### src/rtl/nvm_tick_pkg.sv
package nvm_tick_pkg;
  localparam int CFG_W     = 8;
  localparam int DIV_W     = 6;
  localparam int PRE_RATIO = 8;

  typedef struct packed {
    logic cfgLoad;   // capture the configuration fields this edge
    logic countRun;  // release the prescaler and divider counters
  } ctrlStrobe_t;
endpackage

### src/rtl/nvm_tick_ctrl.sv
module nvm_tick_ctrl
  import nvm_tick_pkg::*;
(
  input  logic        clk,
  input  logic        rst,
  input  logic        wrEn,
  output ctrlStrobe_t strobe,
  output logic        loaded
);
  logic loadedQ;

  always_ff @(posedge clk) begin
    if (rst) begin
      loadedQ <= 1'b0;
    end else if (wrEn) begin
      loadedQ <= 1'b1;
    end
  end

  always_comb begin
    strobe.cfgLoad  = wrEn & ~loadedQ;
    strobe.countRun = loadedQ;
  end

  assign loaded = loadedQ;
endmodule

### src/rtl/nvm_tick_dp.sv
module nvm_tick_dp
  import nvm_tick_pkg::*;
#(
  parameter int DivW     = DIV_W,
  parameter int PreRatio = PRE_RATIO,
  localparam int CfgW    = DivW + 2
) (
  input  logic             clk,
  input  logic             rst,
  input  ctrlStrobe_t      strobe,
  input  logic [CfgW-2:0]  wrFields,
  input  logic             loaded,
  input  logic             rdEn,
  output logic [CfgW-1:0]  rdData,
  output logic             cfgPre,
  output logic [DivW-1:0]  cfgDiv,
  output logic             tick
);
  logic            preTick;
  logic [DivW-1:0] divCnt;

  // configuration fields, captured once
  always_ff @(posedge clk) begin
    if (rst) begin
      cfgPre <= 1'b0;
      cfgDiv <= '0;
    end else if (strobe.cfgLoad) begin
      cfgPre <= wrFields[DivW];
      cfgDiv <= wrFields[DivW-1:0];
    end
  end

  // optional fixed prescaler stage
  generate
    if (PreRatio > 1) begin : g_pre
      localparam int PreW = $clog2(PreRatio);
      localparam logic [PreW-1:0] PreLast = PreW'(PreRatio - 1);
      logic [PreW-1:0] preCnt;

      always_ff @(posedge clk) begin
        if (rst || !strobe.countRun || !cfgPre) begin
          preCnt <= '0;
        end else if (preCnt == PreLast) begin
          preCnt <= '0;
        end else begin
          preCnt <= preCnt + 1'b1;
        end
      end

      assign preTick = !cfgPre || (preCnt == PreLast);
    end else begin : g_nopre
      assign preTick = 1'b1;
    end
  endgenerate

  // divide by (divisor + 1)
  always_ff @(posedge clk) begin
    if (rst || !strobe.countRun) begin
      divCnt <= '0;
    end else if (preTick) begin
      if (divCnt == cfgDiv) begin
        divCnt <= '0;
      end else begin
        divCnt <= divCnt + 1'b1;
      end
    end
  end

  assign tick = strobe.countRun && preTick && (divCnt == cfgDiv);

  assign rdData = rdEn ? {loaded, cfgPre, cfgDiv} : '0;
endmodule

### src/rtl/nvm_tick_divider.sv
module nvm_tick_divider
  import nvm_tick_pkg::*;
#(
  parameter int DivW     = DIV_W,
  parameter int PreRatio = PRE_RATIO,
  localparam int CfgW    = DivW + 2
) (
  input  logic            clk,
  input  logic            rst,
  input  logic            wrEn,
  input  logic [CfgW-1:0] wrData,
  input  logic            rdEn,
  output logic [CfgW-1:0] rdData,
  output logic            cfgLoaded,
  output logic            progEnable,
  output logic            tick
);
  ctrlStrobe_t     strobe;
  logic            loaded;
  logic            cfgPre;
  logic [DivW-1:0] cfgDiv;
  logic            unusedFlagBit;

  assign unusedFlagBit = wrData[CfgW-1];

  nvm_tick_ctrl u_ctrl (
    .clk    (clk),
    .rst    (rst),
    .wrEn   (wrEn),
    .strobe (strobe),
    .loaded (loaded)
  );

  nvm_tick_dp #(
    .DivW     (DivW),
    .PreRatio (PreRatio)
  ) u_dp (
    .clk      (clk),
    .rst      (rst),
    .strobe   (strobe),
    .wrFields (wrData[CfgW-2:0]),
    .loaded   (loaded),
    .rdEn     (rdEn),
    .rdData   (rdData),
    .cfgPre   (cfgPre),
    .cfgDiv   (cfgDiv),
    .tick     (tick)
  );

  assign cfgLoaded  = loaded;
  assign progEnable = loaded;
endmodule

### config.mk
export PLATFORM = sky130hd
export DESIGN_NAME = nvm_tick_divider
export DESIGN_NICKNAME = d
export VERILOG_FILES = /design/src/rtl/nvm_tick_pkg.sv /design/src/rtl/nvm_tick_ctrl.sv /design/src/rtl/nvm_tick_dp.sv /design/src/rtl/nvm_tick_divider.sv
export SDC_FILE = /design/constraint.sdc
export NUM_CORES = 1
export LEC_CHECK = 0
export ABC_CLOCK_PERIOD_IN_PS = 1570
export BUFFER_PORTS_ARGS = -buffer_cell sky130_fd_sc_hd__buf_4
export CAP_MARGIN = 40
export CORE_MARGIN = 3
export CORE_UTILIZATION = 49
export DETAILED_ROUTE_END_ITERATION = 6
export GPL_ROUTABILITY_DRIVEN = 1
export HOLD_SLACK_MARGIN = 0.1
export PLACE_DENSITY_LB_ADDON = 0.08
export REMOVE_ABC_BUFFERS = 1
export SLEW_MARGIN = 0
export SYNTH_ARGS = -nofsm -noshare
export SYNTH_HDL_FRONTEND = slang
export SYNTH_SLANG_ARGS = --single-unit
### constraint.sdc
create_clock -name clk -period 1.57 [get_ports clk]
set_input_delay 0.157 -clock clk [delete_from_list [all_inputs] [get_ports clk]]
set_output_delay 0.157 -clock clk [all_outputs]
set_load 0.02 [all_outputs]
After elaboration in Yosys (flattened, before gate mapping)
Cells that the tools add are included.

cells by class
  $add $sub $neg = 2
  eq/ne operators = 2
  mux-type cells = 2
  bitwise gates (word level) = 2
  reduce and logical (&&, ||, !) cells = 8

operators with widths
  cell                   number
  $mux W8                1
  $add A6 B1 Y6 const B  1
  $eq A6 B6 Y1           1
  $mux W6                1
  $add A3 B1 Y3 const B  1
  $eq A3 B3 Y1 const B   1
  $logic_or A1 B1 Y1     3
  $logic_and A1 B1 Y1    2
  $logic_not A1 Y1       2
  $reduce_or A2 Y1       1
  $and A1 B1 Y1          1
  $not A1 Y1             1

storage, ports and cells
  bits in registers = 17
  input bits = 12
  output and inout port bits = 11
  word-level logic and storage cells = 21

Logic depth before layout (Yosys ltp)
  word-level depth = 4
  depth in mapped cells = 7
  mapped depth without buffers = 6

Modules after synthesis
From an unflattened synthesis, not the netlist that was laid out.

second synthesis, totals
  cells, all modules = 85
  area total of the unflattened synthesis = 810.8 um^2

by module, submodules not included
  module            instances  cells each  area an instance (um^2)  sequential area each (um^2)
  nvm_tick_dp       1          80          757.0                    320.3
  nvm_tick_ctrl     1          4           46.3                     20.0
  nvm_tick_divider  1          1           7.5                      0.0

Worst setup path after synthesis
Ideal clock, no wire load.

  kind = reg-to-reg
  start point = register u_dp.g_pre.preCnt[0]
  end point = register u_dp.divCnt[5]
  setup time = 124 ps
  arrival time = 1212 ps
  slack = 234 ps
  cell stages (with the launch flop) = 8
  buffers on the path = 1
  path through = dfxtp_1 ha_1 ha_1 nand2b_1 clkbuf_2 nand4_1 xor2_1 nor2_1

on the way
  cells in the longest elaborated chain, start to end = 2

ends and longest elaborated chain
  element                 line               RTL
  start, declared         nvm_tick_dp.sv:38  logic [PreW-1:0] preCnt;
  start signal, assigned  nvm_tick_dp.sv:46  preCnt <= preCnt + 1'b1;
  $eq A3 B3 Y1            nvm_tick_dp.sv:50  assign preTick = !cfgPre || (preCnt == PreLast);
  $logic_or A1 B1 Y1      nvm_tick_dp.sv:50
  end signal, assigned    nvm_tick_dp.sv:64  divCnt <= divCnt + 1'b1;
  end, declared           nvm_tick_dp.sv:20  logic [DivW-1:0] divCnt;

No other way between the ends.
A chain may end at the register's enable or synchronous reset.

Final worst setup path
  start point = register u_dp.g_pre.preCnt[0]
  end point = output port tick

on the way
  cells in the longest elaborated chain, start to end = 4

ends and longest elaborated chain
  element                            line                    RTL
  $eq A3 B3 Y1                       nvm_tick_dp.sv:50
  $logic_or A1 B1 Y1                 nvm_tick_dp.sv:50
  $logic_and A1 B1 Y1 (2 in series)  nvm_tick_dp.sv:69       assign tick = strobe.countRun && preTick && (divCnt == cfgDiv);
  end, declared                      nvm_tick_divider.sv:16  output logic tick

No other way between the ends.

==> flow_metrics.py <==
metrics = {
    "status": {
        "outcome": "complete, no violations",
    },
    "drt": {
        "detail_route.drc_violations": 0,
        "drtIter0Drc": 7,
        "vias": 669,
        "wirelength_um": 1630,
        "wire_per_inst_um": 12.2,
        "route.antenna.remaining_nets": 0,
        "drt_pre_antenna_iters": 4,
        "via_per_inst": 5.03,
    },
    "timing": {
        "finalSetupTns_ns": 0,
        "maxClockFrequency_mhz": 642,
        "min_period_over_period": 0.992,
        "unrepaired_setup_endpoints_after_global_routing": "true",
        "final.hold.worst_slack_ns": 0.0982,
        "skew_ns": 0.00123,
        "setup_ws_ns": 0.0131,
        "worst_slew_pin_slew_ns": 0.428,
        "period_minus_slack_ns": 1.56,
        "final-setup-viol-count": 0,
        "max_slew_margin": 0.714,
        "report.final.slew_viol_count": 0,
        "timing.final.hold_violations": 0,
    },
    "die": {
        "rows": 13,
        "core_region_area_mm2": 0.00142,
        "design.die.area_mm2": 0.00215,
        "die_w_um": 46.4,
        "io-pin-count": 23,
        "initial_utilization": 0.564,
        "die-height_um": 46.4,
    },
    "cells_and_area": {
        "diodes": 0,
        "nFillCells": 85,
        "final_design_area_no_fill_mm2": 0.00117,
        "final_core_util": 0.826,
        "layout-drive-gt1-share": 0.458,
        "area_growth_syn_to_fin_pct": 46.4,
        "nNetsFinal": 134,
    },
    "placed_design": {
        "finalWeightedCongestion": 0.806,
        "postPlaceCellArea_um2": 960,
        "portBuffers": 21,
        "dpl_worst_slack_ns": 0.0968,
    },
    "yosys": {
        "synth.avg_cell_area_um2": 9.39,
        "syn_area_um2": 798,
        "yosys_warnings": 0,
        "synthesis.instances": 85,
        "ys_seq_area_frac": 0.426,
        "ys_seq_elements": 17,
        "synth_cell_type_count": 19,
    },
    "global_routing": {
        "grt_pass1_vias": 626,
        "initial_antenna_violation_count": 0,
        "grt_max_degree": 11,
        "grt.overflow.total": 0,
        "wire_length_of_the_first_global_routing_pass_um": 2650,
        "globalRouteTotalUtil": 0.169,
    },
    "cts": {
        "htreeDepth": 1,
        "cts.reportedPaths.clkPinSlew_ns": 0.10,
        "clkSinkCount": 17,
        "cts-root-to-sink-buffers": 2,
        "tritoncts": "done",
        "clock_tree.root_cell": "clkbuf_4",
        "numCtsBuffers": 3,
        "clk_latency_ns": 0.29,
    },
    "setup_path": {
        "reg_to_reg_start": "u_dp.g_pre.preCnt[0]$_SDFF_PP0_",
        "timing.critical_path.max_delay_family": "adder cells",
        "path_type_of_the_worst_setup_path": "reg2out",
        "timing.critical_path.from": "u_dp.g_pre.preCnt[0]$_SDFF_PP0_",
        "regToRegEndpoint": "u_dp.divCnt[3]$_SDFFE_PP0P_",
        "arrival_ns": 1.40,
        "critPathCaptureType": "output pin",
        "worst_r2r_path_depth": 6,
        "max_stage_delay_ns": 0.33,
        "cp_max_fo": 2,
        "worstPathCellList": "ha_2, ha_4, nand2b_4, and3_4, buf_6",
        "crit_cells": 5,
        "reg2reg_slack_ns": 0.11,
        "startpoint_type": "register",
        "timing.critical_path.buf_inv": 1,
        "endpoint": "tick",
        "slowest_stage": "dfxtp_2",
        "cp.required_ns": 1.41,
    },
    "hold_path": {
        "min_path_type": "in2reg",
    },
    "job": {
        "drv.max_cap_violation_count": 0,
    },
    "pwr": {
        "power.leakage_uw": 0.000516,
        "vdd.ir_drop.worst_mv": 0.562,
        "power.density_cell_area_mw_per_mm2": 754,
    },
}
==> routing by layer <==
layer / share of wire / vias up / wire (µm) / track usage
met4: 0.014 / 0 / 23 / 0.0682
li1: - / 344 / - / -
met5: 0 / - / 0 / 0
met1: 0.47 / 299 / 765 / 0.217
met3: 0.049 / 6 / 80 / 0.0234
met2: 0.47 / 20 / 756 / 0.280
==> Yosys cell counts <==
| library cell | number | share of area |
|---|---|---|
| and2_1 | 8 | 0.063 |
| and2b_1 | 1 | 0.0094 |
| and3_1 | 4 | 0.031 |
| buf_2 | 2 | 0.013 |
| buf_4 | 1 | 0.0094 |
| clkbuf_2 | 1 | 0.0063 |
| dfxtp_1 | 17 | 0.43 |
| ha_1 | 3 | 0.047 |
| mux2i_1 | 7 | 0.088 |
| nand2_1 | 4 | 0.019 |
| nand2b_1 | 1 | 0.0078 |
| nand3_1 | 2 | 0.013 |
| nand4_1 | 3 | 0.024 |
| nor2_1 | 16 | 0.075 |
| nor2b_1 | 2 | 0.016 |
| o21ai_0 | 1 | 0.0063 |
| o31ai_4 | 1 | 0.027 |
| xnor2_1 | 7 | 0.077 |
| xor2_1 | 4 | 0.044 |
==> tightest hold or removal path, cell delays in order <==
cell and delay [ns]:
buf_4 0.08, mux2i_1 0.05, nor2_1 0.07
==> logic make-up after synthesis <==
kind of cell | synth area share
compound gates | 0.0329
simple gates | 0.257
flops | 0.426
mux | 0.0878
fa+ha+maj | 0.0470
buf+inv | 0.0282
xor+xnor | 0.121
==> state kept, by name (all words and copies together) (netlist names) <==
name and count:
u_dp.g_pre.preCnt 3, u_ctrl.loaded 1, u_dp.cfgPre 1, u_dp.cfgDiv 6, u_dp.divCnt 6
==> layout by cell type, fill, tap and decap left out <==
cell            n
clkinv_2        1
and2b_1         1
ha_4            1
clkbuf_4        3
dlygate4sd3_1   4
dfxtp_2         6
ha_2            1
nor2_1         15
xor2_1          4
mux2i_1         7
xnor2_1         3
and2_1          8
nor2b_1         2
o31ai_4         1
nand2_2         1
nand3_1         2
dfxtp_1         7
xnor2_2         4
o21ai_0         1
nand2b_4        1
nand4_1         3
buf_6           1
and3_1          3
and3_4          1
buf_4          28
ha_1            1
nor2_2          1
dfxtp_4         4
nand2_1         3
==> how the worst min path moves through the flow <==
stage	startpoint	end	cells after the start
6_report	wrData[3]	u_dp.cfgDiv[3]$_SDFFE_PP0P_	3
5_1_grt	wrData[3]	u_dp.cfgDiv[3]$_SDFFE_PP0P_	3
4_1_cts	wrData[3]	u_dp.cfgDiv[3]$_SDFFE_PP0P_	3
3_5_place_dp	wrEn	u_ctrl.loaded$_SDFFE_PP0P_	3
3_3_place_gp	wrEn	u_ctrl.loaded$_SDFFE_PP0P_	3
2_1_floorplan	rst	u_ctrl.loaded$_SDFFE_PP0P_	1
==> layout make-up <==
type | instances | area, µm² | area share
timing repair buffer | 33 | 262 | 0.224
clock buffer | 3 | 22.5 | 0.0193
clock inverter | 1 | 5.00 | 0.00428
sequential | 17 | 363 | 0.310
multi-input combinational | 64 | 498 | 0.426
tap | 15 | 18.8 | 0.0161
==> where the power goes <==
| group | switching [µW] | total (µW) | internal [µW] |
|---|---|---|---|
| Sequential | 17.5 | 460 | 442 |
| Combinational | 82.9 | 189 | 107 |
| Clock | 138 | 232 | 94.7 |
==> metrics by stage <==
step	std cells	total power, µW
3_3_place_gp	118	612
6_report	133	882
4_1_cts	129	868
3_5_place_dp	118	614
2_1_floorplan	81	554
5_1_grt	133	928
==> what timing repair did <==
| item | CTS | global route |
|---|---|---|
| buffers inserted | 3 | 4 |
| hold endpoints to repair | 8 | 0 |
| resized for setup | 12 | 15 |
| setup endpoints to repair | 1 | 1 |
| pin swaps | 3 | 3 |
| cloned | 0 | 0 |
| hold buffers | 4 | 0 |
(Power assumes the default switching activity.)
